$ cat src/rtl/lerr_pkg.sv
package lerr_pkg;

    localparam logic [31:0] AER_CTRL_ADDR = 32'h0000_0119;

    localparam logic [7:0] GRP_LINK = 8'h02;
    localparam logic [7:0] EVT_LINK = 8'h01;
    localparam logic [7:0] GRP_E2E  = 8'h03;
    localparam logic [7:0] EVT_E2E  = 8'h02;

    typedef enum logic [1:0] {
        SRC_NONE = 2'd0,
        SRC_LINK = 2'd1,
        SRC_E2E  = 2'd2
    } src_e;

    typedef enum logic [3:0] {
        RG_NONE, RG_AER, RG_CTRL, RG_RSVD, RG_EVT, RG_GRP,
        RG_CNT0, RG_CNT1, RG_CNT2, RG_CNT3
    } reg_e;

    typedef struct packed {
        logic clr;
        logic en;
        src_e src;
    } cnt_ctl_t;

    function automatic logic [31:0] base_for_lanes(input int lanes);
        case (lanes)
            16:      return 32'h0000_036C;
            8:       return 32'h0000_032C;
            default: return 32'h0000_02D4;
        endcase
    endfunction

    function automatic reg_e decode_addr(input logic [31:0] a, input logic [31:0] base);
        logic [31:0] off;
        off = a - base;
        if (a == AER_CTRL_ADDR) return RG_AER;
        if (a < base)           return RG_NONE;
        case (off)
            32'd0:   return RG_CTRL;
            32'd1:   return RG_RSVD;
            32'd2:   return RG_EVT;
            32'd3:   return RG_GRP;
            32'd4:   return RG_CNT0;
            32'd5:   return RG_CNT1;
            32'd6:   return RG_CNT2;
            32'd7:   return RG_CNT3;
            default: return RG_NONE;
        endcase
    endfunction

    function automatic src_e pick_source(input logic [7:0] grp, input logic [7:0] evt);
        if (grp == GRP_LINK && evt == EVT_LINK) return SRC_LINK;
        if (grp == GRP_E2E  && evt == EVT_E2E)  return SRC_E2E;
        return SRC_NONE;
    endfunction

endpackage

$ cat src/rtl/lerr_regfile.sv
module lerr_regfile
    import lerr_pkg::*;
(
    input  logic       clk,
    input  logic       rst,
    input  logic       wr,
    input  reg_e       sel,
    input  logic [7:0] wdata,
    output logic [7:0] aer_q,
    output logic [7:0] ctrl_rb,
    output logic [7:0] evt_q,
    output logic [7:0] grp_q,
    output cnt_ctl_t   ctl
);
    logic [2:0] arm_q;

    always_ff @(posedge clk) begin
        if (rst) begin
            aer_q <= '0;
            arm_q <= '0;
            evt_q <= '0;
            grp_q <= '0;
        end else if (wr) begin
            case (sel)
                RG_AER:  aer_q <= wdata;
                RG_CTRL: arm_q <= wdata[4:2];
                RG_EVT:  evt_q <= wdata;
                RG_GRP:  grp_q <= wdata;
                default: ;
            endcase
        end
    end

    always_comb begin
        ctrl_rb = {3'b000, arm_q, 2'b00};
        ctl.clr = wr && (sel == RG_CTRL) && (wdata[1:0] == 2'b11);
        ctl.en  = (arm_q == 3'b111);
        ctl.src = pick_source(grp_q, evt_q);
    end

endmodule

$ cat src/rtl/lerr_counter.sv
module lerr_counter
    import lerr_pkg::*;
#(
    parameter int CNT_W = 32
) (
    input  logic             clk,
    input  logic             rst,
    input  cnt_ctl_t         ctl,
    input  logic             link_err,
    input  logic             e2e_err,
    input  logic             e2e_chk_en,
    output logic [CNT_W-1:0] cnt_q
);
    localparam logic [CNT_W-1:0] CNT_MAX = '1;

    logic hit;

    always_comb begin
        case (ctl.src)
            SRC_LINK: hit = link_err;
            SRC_E2E:  hit = e2e_err && e2e_chk_en;
            default:  hit = 1'b0;
        endcase
    end

    always_ff @(posedge clk) begin
        if (rst || ctl.clr) begin
            cnt_q <= '0;
        end else if (ctl.en && hit && cnt_q != CNT_MAX) begin
            cnt_q <= cnt_q + 1'b1;
        end
    end

endmodule

$ cat src/rtl/lerr_rdmux.sv
module lerr_rdmux
    import lerr_pkg::*;
#(
    parameter int CNT_W = 32
) (
    input  logic             clk,
    input  logic             rst,
    input  logic             rd,
    input  reg_e             sel,
    input  logic [7:0]       aer_q,
    input  logic [7:0]       ctrl_rb,
    input  logic [7:0]       evt_q,
    input  logic [7:0]       grp_q,
    input  logic [CNT_W-1:0] cnt_q,
    output logic [7:0]       rdata
);
    localparam int RD_W = 32;

    logic [RD_W-1:0] cnt_ext;
    logic [3:0][7:0] cnt_b;
    logic [7:0]      rd_nxt;

    generate
        if (CNT_W < RD_W) begin : g_pad
            assign cnt_ext = {{(RD_W-CNT_W){1'b0}}, cnt_q};
        end else begin : g_full
            assign cnt_ext = cnt_q[RD_W-1:0];
        end
    endgenerate

    assign cnt_b = cnt_ext;

    always_comb begin
        case (sel)
            RG_AER:  rd_nxt = aer_q;
            RG_CTRL: rd_nxt = ctrl_rb;
            RG_EVT:  rd_nxt = evt_q;
            RG_GRP:  rd_nxt = grp_q;
            RG_CNT0: rd_nxt = cnt_b[0];
            RG_CNT1: rd_nxt = cnt_b[1];
            RG_CNT2: rd_nxt = cnt_b[2];
            RG_CNT3: rd_nxt = cnt_b[3];
            default: rd_nxt = 8'h00;
        endcase
    end

    always_ff @(posedge clk) begin
        if (rst)     rdata <= 8'h00;
        else if (rd) rdata <= rd_nxt;
    end

endmodule

$ cat src/rtl/lerr_event_ctr.sv
module lerr_event_ctr
    import lerr_pkg::*;
#(
    parameter int LINK_LANES = 16,
    parameter int CNT_W      = 32
) (
    input  logic        clk,
    input  logic        rst,
    input  logic [31:0] cfg_addr,
    input  logic        cfg_wr,
    input  logic [7:0]  cfg_wdata,
    input  logic        cfg_rd,
    output logic [7:0]  cfg_rdata,
    input  logic        lcrc_err,
    input  logic        ecrc_err
);
    localparam logic [31:0] WIN_BASE = base_for_lanes(LINK_LANES);

    reg_e             sel;
    cnt_ctl_t         ctl;
    logic [7:0]       aer_q;
    logic [7:0]       ctrl_rb;
    logic [7:0]       evt_q;
    logic [7:0]       grp_q;
    logic [CNT_W-1:0] cnt_q;
    logic             ecrc_chk_en;

    assign sel         = decode_addr(cfg_addr, WIN_BASE);
    assign ecrc_chk_en = aer_q[0];

    lerr_regfile u_regs (
        .clk     (clk),
        .rst     (rst),
        .wr      (cfg_wr),
        .sel     (sel),
        .wdata   (cfg_wdata),
        .aer_q   (aer_q),
        .ctrl_rb (ctrl_rb),
        .evt_q   (evt_q),
        .grp_q   (grp_q),
        .ctl     (ctl)
    );

    lerr_counter #(.CNT_W(CNT_W)) u_cnt (
        .clk        (clk),
        .rst        (rst),
        .ctl        (ctl),
        .link_err   (lcrc_err),
        .e2e_err    (ecrc_err),
        .e2e_chk_en (ecrc_chk_en),
        .cnt_q      (cnt_q)
    );

    lerr_rdmux #(.CNT_W(CNT_W)) u_rd (
        .clk     (clk),
        .rst     (rst),
        .rd      (cfg_rd),
        .sel     (sel),
        .aer_q   (aer_q),
        .ctrl_rb (ctrl_rb),
        .evt_q   (evt_q),
        .grp_q   (grp_q),
        .cnt_q   (cnt_q),
        .rdata   (cfg_rdata)
    );

endmodule

$ cat config.mk
export PLATFORM = sky130hd
export DESIGN_NAME = lerr_event_ctr
export DESIGN_NICKNAME = d
export VERILOG_FILES = /design/src/rtl/lerr_pkg.sv /design/src/rtl/lerr_regfile.sv /design/src/rtl/lerr_counter.sv /design/src/rtl/lerr_rdmux.sv /design/src/rtl/lerr_event_ctr.sv
export SDC_FILE = /design/constraint.sdc
export NUM_CORES = 1
export LEC_CHECK = 0
export CAP_MARGIN = 20
export CORE_UTILIZATION = 50
export CTS_CLUSTER_SIZE = 30
export DETAILED_ROUTE_END_ITERATION = 6
export PLACE_DENSITY = 0.73
export SLEW_MARGIN = 25
export SYNTH_ARGS = -nofsm -noshare
export SYNTH_HDL_FRONTEND = slang
export SYNTH_SLANG_ARGS = --single-unit
$ cat constraint.sdc
create_clock -name clk -period 5.4 [get_ports clk]
set_clock_uncertainty 0.15 [all_clocks]
set_input_delay 1.08 -clock clk [delete_from_list [all_inputs] [get_ports clk]]
set_output_delay 1.08 -clock clk [all_outputs]
set_load 0.05 [all_outputs]
Word-level counts from Yosys, hierarchy flattened
Memory sizes are Yosys's and may differ from the RTL's.
Index checks and enable logic that the tools add are counted.
- flip-flop bits (word level): 67
- logic and storage cells: 58
- bits in read-only memories: 32
- memories: 1
- output and inout bits: 8
- memory list (memory ; depth ; width ; rd ports ; clocked after Yosys merged registers in ; write ports ; line ; source):
    (no name shown) ; 8 ; 4 ; 1 ; 0 ; 0 ; lerr_pkg.sv:40 ; case (off)
- eq/ne operators: 18
- multiplexer cells: 17
- reduce and logical (&&, ||, !) cells: 13
- order comparisons: 1
- $add $sub $neg: 2
- operator list (cell ; count):
    8-bit one-hot mux with 8 select lines ; 1
    32-bit by 1-bit adder with 32-bit output (second input constant) ; 1
    32-bit by 9-bit equality test with 1-bit output (second input constant) ; 1
    32-bit by 10-bit < comparator with 1-bit output (second input constant) ; 1
    32-bit inequality test (second input constant) ; 1
    32-bit by 10-bit subtractor with 32-bit output (second input constant) ; 1
    29-bit logical NOT ; 1
    8-bit by 2-bit equality test with 1-bit output (second input constant) ; 3
    4-bit 2-to-1 mux ; 5
    4-bit by 3-bit equality test with 1-bit output (second input constant) ; 4
    4-bit equality test (second input constant) ; 2
    8-bit by 1-bit equality test with 1-bit output (second input constant) ; 1
    2-bit 2-to-1 mux ; 4
    2-bit AND reduction ; 4
    1-bit logical AND ; 7
    1-bit 2-to-1 mux ; 6
    2-bit equality test (second input constant) ; 2
    4-bit by 1-bit equality test with 1-bit output (second input constant) ; 1
    4-bit by 2-bit equality test with 1-bit output (second input constant) ; 1
    3-bit equality test (second input constant) ; 1
    2-bit by 1-bit equality test with 1-bit output (second input constant) ; 1
    1-bit one-hot mux with 2 select lines ; 1
    1-bit logical OR ; 1

Longest topological paths before layout
Gate-level depths: netlist of run 1.
- depth in word-level cells: 10
- depth in mapped cells: 12
- depth with buffers taken out: 10

By module
From an unflattened synthesis of run 1, not the netlist that was laid out.
- cells, all modules: 549
- area, all modules: 4466.8 um^2
- modules (own cells, without submodules) (module ; instances ; cells each ; area an instance (um^2)):
    lerr_counter ; 1 ; 204 ; 1684.1
    lerr_regfile ; 1 ; 136 ; 1236.2
    lerr_rdmux ; 1 ; 125 ; 965.9
    lerr_event_ctr ; 1 ; 84 ; 580.6

Worst setup path after synthesis of run 1
No wires, ideal clock.
- path type: input to register
- start point: input cfg_addr[12]
- end point: register u_regs.aer_q[0]
- path buffers: 3
- library setup time: 0.130 ns
- cell stages on the path: 11
- data required time: 5.120 ns
- path slack: 1.531 ns
- arrival: 3.589 ns
- path through: or4_4 -> buf_6 -> or4b_4 -> buf_6 -> a221oi_2 -> nand4_1 -> and4bb_4 -> buf_6 -> and3_1 -> a21oi_4 -> mux2i_1
- cells in the longest elaborated chain, start to end: 7
- elaborated cells on any way between the ends: 13
- those cells by class: 1 x add/sub; 1 x order compare; 2 x eq/ne; 7 x mux; 2 x reduce/logical
- ends and longest elaborated chain (item ; line ; source):
    start: declaration ; lerr_event_ctr.sv:9 ; input logic [31:0] cfg_addr,
    32-bit by 10-bit subtractor with 32-bit output or 32-bit by 10-bit < comparator with 1-bit output (tied branches) ; lerr_pkg.sv:37, lerr_pkg.sv:39 ;
    29-bit logical NOT or 1-bit 2-to-1 mux (tied branches) ; lerr_pkg.sv:40, lerr_pkg.sv:39 ;
    4-bit 2-to-1 mux or 1-bit 2-to-1 mux (tied branches) ; lerr_pkg.sv:40, lerr_pkg.sv:39 ;
    4-bit 2-to-1 mux ; lerr_pkg.sv:40 ;
    4-bit 2-to-1 mux (*) ; lerr_pkg.sv:39 ; if (a < base) return RG_NONE;
    4-bit by 1-bit equality test with 1-bit output (*) ; lerr_regfile.sv:24 ; case (sel)
    2-bit AND reduction (no line) (*) ; - ;
    end signal: assignment ; lerr_regfile.sv:25 ; RG_AER: aer_q <= wdata;
    end: declaration ; lerr_regfile.sv:9 ; output logic [7:0] aer_q,
Mark *: on every way between the ends. The rest lies on a longest branch, timed or not. The select of a mux whose other input is x is not followed.
A chain may end at the register's enable or synchronous reset.

Final worst setup path of run 1
- start point: input cfg_addr[12]
- end point: register u_cnt.cnt_q[15]
- cells in the longest elaborated chain, start to end: 9
- elaborated cells on any way between the ends: 15
- those cells by class: 1 x add/sub; 1 x order compare; 2 x eq/ne; 7 x mux; 4 x reduce/logical
- ends and longest elaborated chain (item ; line ; source):
    32-bit by 10-bit subtractor with 32-bit output or 32-bit by 10-bit < comparator with 1-bit output (tied branches) ; lerr_pkg.sv:37, lerr_pkg.sv:39 ;
    29-bit logical NOT or 1-bit 2-to-1 mux (tied branches) ; lerr_pkg.sv:40, lerr_pkg.sv:39 ;
    4-bit 2-to-1 mux or 1-bit 2-to-1 mux (tied branches) ; lerr_pkg.sv:40, lerr_pkg.sv:39 ;
    4-bit 2-to-1 mux ; lerr_pkg.sv:40 ;
    4-bit 2-to-1 mux (*) ; lerr_pkg.sv:39 ;
    4-bit by 2-bit equality test with 1-bit output (*) ; lerr_regfile.sv:36 ; ctl.clr = wr && (sel == RG_CTRL) && (wdata[1:0] == 2'b11);
    1-bit logical AND (*) (2 in series) ; lerr_regfile.sv:36 ;
    1-bit logical OR (*) ; lerr_counter.sv:27 ; if (rst || ctl.clr) begin
    end signal: assignment ; lerr_counter.sv:30 ; cnt_q <= cnt_q + 1'b1;
    end: declaration ; lerr_counter.sv:12 ; output logic [CNT_W-1:0] cnt_q
Marks and branches as above.

==> results.yml, run 1 <==
synth:
  synth_top_family_by_area: "simple AND/OR/NAND/NOR gates"
  ys_top_cells_by_count: "nor2_1, dfxtp_1, nand2_1"
  synth_area_per_cell_sq_um: 7.90
  yosys.area_share.simple_pct: 33.1
  ys_seq_area_share_pct: 32.8
  synthArstFlopShare_pct: 0
  syn_area_sq_um: 4090
  syn_inst: 518
  synth_edf_count: 0
  synth.distinct_cells: 61
  syn_nets: 568
  synth-main-ff-cell: "dfxtp_1"
  synth_top_area_share_pct: 32.8
  yosys.area.top_type: "dfxtp_1"
  muxShareOfSynthArea_pct: 5.87
  synth_compound_gate_area_share_pct: 16.4
  synth-xor-area-share_pct: 6.85
  ys.warnings.count: 0
  synth.area.top_cells: "dfxtp_1, nor2_1, mux2i_1, nand3_1, nand2_1"
  ys_ff_latch: 67
  synth.most_common_cell: "nor2_1"
  synth_fa_ha_area_share_pct: 1.22
cts:
  cts_buffer_depth: 2
  htreeDepth: 3
  cts_hold_buf: 0
  clk_latency_ns: 0.35
  clock_sink_count: 67
  cts_setup_buffers: 0
  cts_tree: "done"
  clock-root-buffer: "clkbuf_8"
  clkTransAtPathRegs_ns: 0.07
  cts_resized: 0
  cts_buffers: 9
timing:
  tightest_slew_ns: 0.952
  period_minus_slack_ns: 4.51
  whs_ns: 0.326
  setup_viol: 0
  max_freq_mhz: 222
  slew_headroom_pct: 36.5
  finalCritPeriodShare_pct: 83.5
  finalHoldViolations: 0
  finalMaxSlewViolations: 0
  fin_setup_tns_ns: 0
  rsz0062_at_grt: "no"
grt:
  grt_overflow_total: 0
  track_usage_pct: 26.6
  grt_max_degree: 38
  antenna_found_initial: 0
  grt_pass1_wl_microns: 18000
  grt_pass1_vias: 3691
route:
  first_pass_iters: 4
  dr_wl_met3_microns: 478
  viasPerCell: 6.01
  via_count: 4024
  top_layer: "met4"
  wl_met2_microns: 5270
  drc: 0
  drt-initial-drc-count: 246
  wire_per_inst_microns: 16.2
  wl_met1_microns: 4930
  postRouteAntennaNets: 0
  routed_wl_microns: 10900
power:
  total_power_uw: 985
  internal_power_uw: 726
  switching_power_uw: 259
  p_leak_nw: 1.70
  power_density_nw_per_um2: 204
  clock_power_share_pct: 38.2
  vdd_drop_max_mv: 0.148
  power_frac_seq_pct: 50.1
  switching_share_pct: 26.3
  p_comb_share_pct: 11.7
min_path:
  hold_depth: 2
  hp-class: "flop to flop"
  hp-start: "u_rd.rdata[6]$_SDFFE_PP0P_"
  hold_end: "u_rd.rdata[6]$_SDFFE_PP0P_"
critical_path:
  critPathSlowestCell: "or4_4"
  r2r_cells: 8
  critPathRequiredTime_ns: 5.47
  crit_chain: "clkdlybuf4s50_1 -> or4_4 -> or2_2 -> o41a_1 -> nor4b_1 -> nand4_1 -> nor4b_1 -> a41o_1 -> buf_4 -> nor2_1"
  critPathLaunchType: "input pin"
  crit_path_max_incr_delay_ns: 0.60
  rr_startpoint: "u_regs.evt_q[4]$_SDFFE_PP0P_"
  worstPathMaxFanout: 32
  r2r-end: "u_cnt.cnt_q[25]$_SDFFE_PP0P_"
  path_class: "input pin to flop"
  crit_buf_inv: 2
  worst_path_dominant_cell_family: "simple AND/OR/NAND/NOR gates"
  reg2reg_slack_ns: 2.37
  arrival_ns: 4.58
  critPathMostFrequentCell: "nor4b_1"
  end_kind: "flop"
layout:
  nFillCells: 706
  syn2layout_area_growth_pct: 18.2
  drive_gt1_share_pct: 6.70
  final_area_sq_um: 4840
  antenna_cells: 0
  register_area_sq_um: 1340
  final_nets: 612
  multi_input_area_sq_um: 2610
  final_util_pct: 62.0
floorplanning:
  die_area_sq_um: 8550
  core_sq_um: 7810
  die_h_microns: 92.5
  row_count: 32
  io_pins: 54
  initial_core_util_pct: 52.4
  dieWidth_microns: 92.5
place:
  placed_area_sq_um: 4650
  finalWeightedCongestion: 0.893
  port_buffers: 53
  hpwl_microns: 8220
job:
  maxCapViolCount: 0
status:
  status: "completed"
## layer usage
layer | global-route usage (%) | vias up
li1 | - | 1991
met1 | 34.9 | 1910
met2 | 43.5 | 103
met3 | 5.58 | 20
met4 | 8.59 | 0
met5 | 0 | -
## worst min-delay path: stages (launching register included)
cell	delay [ns]
dfxtp_1	0.31
nand2_1	0.07
a21oi_1	0.06
## sequential cells by signal, indices dropped and copies added (netlist names)
signal / count
u_cnt.cnt_q: 32
u_rd.rdata: 8
u_regs.aer_q: 8
u_regs.arm_q: 3
u_regs.evt_q: 8
u_regs.grp_q: 8
## metrics by stage
stage          instances  worst slack [ns]
4_1_cts              669             0.973
6_report             669             0.891
2_1_floorplan        518              1.53
3_5_place_dp         653             0.607
3_3_place_gp         653             0.672
5_1_grt              669             0.690
## power by group through the flow
| stage | Combinational, mW | Sequential [mW] | Clock [mW] |
|---|---|---|---|
| after floorplan | 0.0570 | 0.505 | 0 |
| after global placement | 0.113 | 0.505 | 0 |
| after detailed placement | 0.113 | 0.505 | 0 |
| after CTS | 0.114 | 0.494 | 0.382 |
| after global routing | 0.125 | 0.493 | 0.404 |
| final | 0.115 | 0.494 | 0.376 |
## area by class of cell
cell class / count / area share, %
clock buffers: 10 / 2.84
clock inverters: 6 / 0.853
inverters: 9 / 0.698
multi-input cells: 419 / 53.8
flip-flops and latches: 67 / 27.7
well taps: 102 / 2.64
repair buffers: 56 / 11.4
## cells by family (layout without fill, tap and decap cells)
logic type                 after synthesis  after routing
xor gates and xnor gates                32             32
AOI/OAI and AO/OA                      101            101
muxes                                   24             24
and+or+nand+nor                        258            258
adders and majority gates                4              4
buffers and inverters                   32             81
DFF                                     67             67
## layout by cell type (no fill, tap or decap), drive strengths merged, types with 9 or more instances in the layout
cell	instances
nand2	51
xor2	20
and4	10
mux2i	24
nor2	68
nor3	11
a21oi	33
and3	10
nand3	39
dfxtp	67
nand4	19
clkbuf	10
inv	9
xnor2	12
clkdlybuf4s50	53
o21ai	24
nor4	10
## worst max path at each step
stage / start / to / slack (ns) / cells past startpoint
6_report: cfg_addr[12] / u_cnt.cnt_q[15]$_SDFFE_PP0P_ / 0.89 / 10
5_1_grt: cfg_addr[2] / u_cnt.cnt_q[15]$_SDFFE_PP0P_ / 0.69 / 11
4_1_cts: cfg_addr[12] / u_cnt.cnt_q[15]$_SDFFE_PP0P_ / 0.97 / 10
3_5_place_dp: cfg_addr[12] / u_cnt.cnt_q[15]$_SDFFE_PP0P_ / 0.61 / 10
3_3_place_gp: cfg_addr[12] / u_cnt.cnt_q[31]$_SDFFE_PP0P_ / 0.67 / 10
2_1_floorplan: cfg_addr[12] / u_regs.aer_q[0]$_SDFFE_PP0P_ / 1.53 / 11
(Power assumes the default switching activity.)
==> run 2, diff against run 1 <==
clock period = 4.45 ns   (was 5.4 ns; I/O delays follow)
==> results.yml, run 2 (same netlist as run 1, synthesis figures left out) <==
status:
  status: "completed"
route:
  routed_wl_microns: 11200
  wire_per_inst_microns: 16.5
  first_pass_iters: 5
  drt-initial-drc-count: 270
  postRouteAntennaNets: 0
  drc: 0
  via_count: 4092
  viasPerCell: 6.04
cts:
  cts_buffer_depth: 2
  cts_resized: 0
  clk_latency_ns: 0.36
  cts_setup_buffers: 0
  cts_hold_buf: 0
  clock_sink_count: 67
  cts_buffers: 9
  clkTransAtPathRegs_ns: 0.08
  clock-root-buffer: "clkbuf_8"
  htreeDepth: 3
  cts_tree: "done"
critical_path:
  path_class: "input pin to flop"
  critPathRequiredTime_ns: 4.55
  worst_path_dominant_cell_family: "simple AND/OR/NAND/NOR gates"
  crit_path_max_incr_delay_ns: 0.59
  critPathSlowestCell: "or4_1"
  arrival_ns: 4.06
  crit_chain: "clkdlybuf4s50_1 -> or4_1 -> or2_2 -> o41a_1 -> nor4b_1 -> nand4_1 -> nor4b_1 -> a41o_1 -> buf_12 -> nor2_1"
  crit_buf_inv: 2
  worstPathMaxFanout: 32
  critPathMostFrequentCell: "nor4b_1"
  end_kind: "flop"
  critPathLaunchType: "input pin"
job:
  maxCapViolCount: 0
place:
  finalWeightedCongestion: 0.903
  hpwl_microns: 8450
  port_buffers: 53
floorplanning:
  row_count: 32
  initial_core_util_pct: 52.4
  io_pins: 54
  dieWidth_microns: 92.5
  die_area_sq_um: 8550
  die_h_microns: 92.5
  core_sq_um: 7810
power:
  power_density_nw_per_um2: 267
  p_leak_nw: 1.77
  vdd_drop_max_mv: 0.263
timing:
  finalCritPeriodShare_pct: 89.0
  period_minus_slack_ns: 3.96
  finalHoldViolations: 0
  whs_ns: 0.330
  setup_viol: 0
  max_freq_mhz: 253
  rsz0062_at_grt: "no"
  fin_setup_tns_ns: 0
  tightest_slew_ns: 1.05
  slew_headroom_pct: 29.4
  finalMaxSlewViolations: 0
layout:
  antenna_cells: 0
  most-common-layout-cells: "nor2_1, dfxtp_1, clkdlybuf4s50_1"
  drive_gt1_share_pct: 7.99
  syn2layout_area_growth_pct: 21.1
  largest_reg_flops: 32
  final_nets: 621
  largest_register: "u_cnt.cnt_q"
  final_common_cell: "nor2_1"
grt:
  track_usage_pct: 27.5
  grt_pass1_vias: 3905
  antenna_found_initial: 0
  grt_overflow_total: 0
  grt_pass1_wl_microns: 18800
  grt_max_degree: 38
min_path:
  hp-class: "flop to flop"
## run 2: cell types whose count changed in the layout (fill, tap and decap cells not counted), sizes merged
| cell | previous run | this run |
|---|---|---|
| bufinv | 0 | 2 |
| inv | 9 | 10 |
| buf | 3 | 12 |
| clkinv | 6 | 3 |
## run 2: cell type report
| cell class | instances | area, sq um |
|---|---|---|
| Tap cell | 102 | 128 |
| Clock inverter | 6 | 87.6 |
| Multi-Input combinational cell | 419 | 2600 |
| Clock buffer | 10 | 138 |
| Timing Repair Buffer | 65 | 633 |
| Fill cell | 691 | 2850 |
| Inverter | 9 | 33.8 |
| Sequential cell | 67 | 1340 |
## run 2: routing by layer
metal  vias to the layer above  track usage [%]  share of wire [%]
li1                       2005                -                  -
met1                      1922             35.3                 45
met2                       148             46.7                 48
met3                        17             5.50                5.6
met4                         0             7.94                1.5
met5                         -                0                  0
## run 2: worst reg2reg max path, cell delays in order, from the launching register on
cell and delay [ns]:
dfxtp_1 0.33, nor4_1 0.27, nand4_1 0.14, a211oi_1 0.65
nand4_1 0.20, a21oi_1 0.43, buf_4 0.26, nand4_1 0.13
xor2_1 0.18, nor2_1 0.06
## run 2: final timing paths
kind	startpoint	to	slack (ns)	cells past startpoint
worst max-delay path	cfg_addr[16]	u_cnt.cnt_q[3]$_SDFFE_PP0P_	0.49	10
worst min-delay path	u_regs.aer_q[4]$_SDFFE_PP0P_	u_regs.aer_q[4]$_SDFFE_PP0P_	0.33	2
worst max register to register	u_regs.evt_q[3]$_SDFFE_PP0P_	u_cnt.cnt_q[25]$_SDFFE_PP0P_	1.58	9
worst min register to register	u_regs.aer_q[4]$_SDFFE_PP0P_	u_regs.aer_q[4]$_SDFFE_PP0P_	0.33	2
## run 2: report_power, final
group | internal (mW) | total [mW] | switching (mW)
logic | 0.0688 | 0.145 | 0.0761
clock network | 0.332 | 0.581 | 0.250
registers | 0.599 | 0.599 | 0.0000000000132
total | 0.999 | 1.33 | 0.326
## run 2: through the flow
step	setup slack (ns)	util (%)	cell area [sq um]	total power [mW]	instances
6_report	0.491	63.5	4960	1.33	678
5_1_grt	0.286	63.5	4960	1.37	678
4_1_cts	0.465	63.5	4960	1.33	678
3_5_place_dp	0.0948	60.6	4730	0.756	662
3_3_place_gp	0.216	60.6	4730	0.755	662
2_1_floorplan	0.771	-	4090	0.682	518
==> run 3, diff against run 2 <==
MAX_ROUTING_LAYER = met4   (was not set)
==> results.yml, run 3 (same netlist as run 1, synthesis figures left out) <==
critical_path:
  arrival_ns: 4.12
  worstPathMaxFanout: 7
  path_class: "input pin to flop"
  reg2reg_slack_ns: 1.72
  critPathRequiredTime_ns: 4.58
  end_kind: "flop"
  critPathLaunchType: "input pin"
place:
  finalWeightedCongestion: 0.920
  port_buffers: 53
  hpwl_microns: 8510
layout:
  most-common-layout-cells: "nor2_1, dfxtp_1, clkdlybuf4s50_1"
  final_common_cell: "nor2_1"
  largest_reg_flops: 32
  syn2layout_area_growth_pct: 21.0
  drive_gt1_share_pct: 7.83
  largest_register: "u_cnt.cnt_q"
  final_nets: 620
  antenna_cells: 0
cts:
  cts_tree: "done"
  clock_sink_count: 67
  cts_setup_buffers: 0
  cts_hold_buf: 0
  clk_latency_ns: 0.36
  clock-root-buffer: "clkbuf_8"
  cts_buffer_depth: 2
  htreeDepth: 3
  cts_buffers: 9
  cts_resized: 0
  clkTransAtPathRegs_ns: 0.07
timing:
  finalHoldViolations: 0
  fin_setup_tns_ns: 0
  whs_ns: 0.328
  tightest_slew_ns: 0.996
  rsz0062_at_grt: "no"
  slew_headroom_pct: 33.0
  finalCritPeriodShare_pct: 89.7
  setup_viol: 0
  period_minus_slack_ns: 3.99
  finalMaxSlewViolations: 0
  max_freq_mhz: 251
floorplanning:
  dieWidth_microns: 92.5
  die_h_microns: 92.5
  core_sq_um: 7810
  row_count: 32
  initial_core_util_pct: 52.4
  io_pins: 54
  die_area_sq_um: 8550
power:
  p_leak_nw: 1.76
  vdd_drop_max_mv: 0.216
  power_density_nw_per_um2: 267
grt:
  track_usage_pct: 27.5
  grt_max_degree: 38
  grt_pass1_vias: 3790
  grt_overflow_total: 0
  antenna_found_initial: 0
  grt_pass1_wl_microns: 18100
route:
  wire_per_inst_microns: 16.6
  drc: 7
  routed_wl_microns: 11200
  drt-initial-drc-count: 247
  viasPerCell: 6.06
  postRouteAntennaNets: 0
  via_count: 4100
  first_pass_iters: 7
status:
  violations: "design-rule violations"
  status: "finished with violations"
min_path:
  hp-class: "flop to flop"
job:
  maxCapViolCount: 0
run 3: cell types whose count changed in the layout (fill, tap and decap cells not counted):
cell	change
buf_4	-1
run 3: final timing paths:
path                                                      to                    startpoint  cells past startpoint
worst min register to register  u_regs.aer_q[4]$_SDFFE_PP0P_  u_regs.aer_q[4]$_SDFFE_PP0P_                      2
worst max register to register  u_cnt.cnt_q[13]$_SDFFE_PP0P_   u_cnt.cnt_q[3]$_SDFFE_PP0P_                      9
worst min-delay path            u_regs.aer_q[4]$_SDFFE_PP0P_  u_regs.aer_q[4]$_SDFFE_PP0P_                      2
worst max-delay path              u_rd.rdata[7]$_SDFFE_PP0P_                   cfg_addr[3]                     11
run 3: critical path, cell delays in order:
cell and delay [ns]:
clkdlybuf4s50_1 0.58, ha_1 0.24, o211ai_1 0.17, a21oi_1 0.44
buf_4 0.21, nor4_2 0.07, nor4_1 0.76, a21oi_1 0.23
nand2b_1 0.20, and4_1 0.21, a21oi_1 0.12
run 3: per-layer routing:
metal / vias up / GRT usage [%] / share of wire [%]
met4: 0 / 10.7 / 2.0
met3: 28 / 5.67 / 6.3
met1: 1908 / 33.9 / 44
met2: 161 / 44.1 / 48
met5: - / - / 0
li1: 2003 / - / -
run 3: per-stage QoR:
step           utilization, %  power, mW  instance area (sq um)  cells  setup WS [ns]
2_1_floorplan               -      0.682                   4090    518          0.771
3_3_place_gp             60.5      0.755                   4730    661         0.0961
4_1_cts                  63.4       1.33                   4950    677          0.484
3_5_place_dp             60.5      0.755                   4730    661          0.103
5_1_grt                  63.4       1.37                   4950    677          0.310
6_report                 63.4       1.32                   4950    677          0.460
run 3: layout make-up:
| cell class | instances | area, sq um |
|---|---|---|
| clock buffers | 10 | 138 |
| fillers | 701 | 2860 |
| repair buffers | 64 | 626 |
| well taps | 102 | 128 |
| clock inverters | 6 | 87.6 |
| inverters | 9 | 33.8 |
| flip-flops and latches | 67 | 1340 |
| multi-input cells | 419 | 2600 |
run 3: where the power goes:
part            switching [mW]  total [mW]  internal (mW)
logic                   0.0763       0.145         0.0684
registers      0.0000000000132       0.599          0.599
clock network            0.247       0.578          0.332
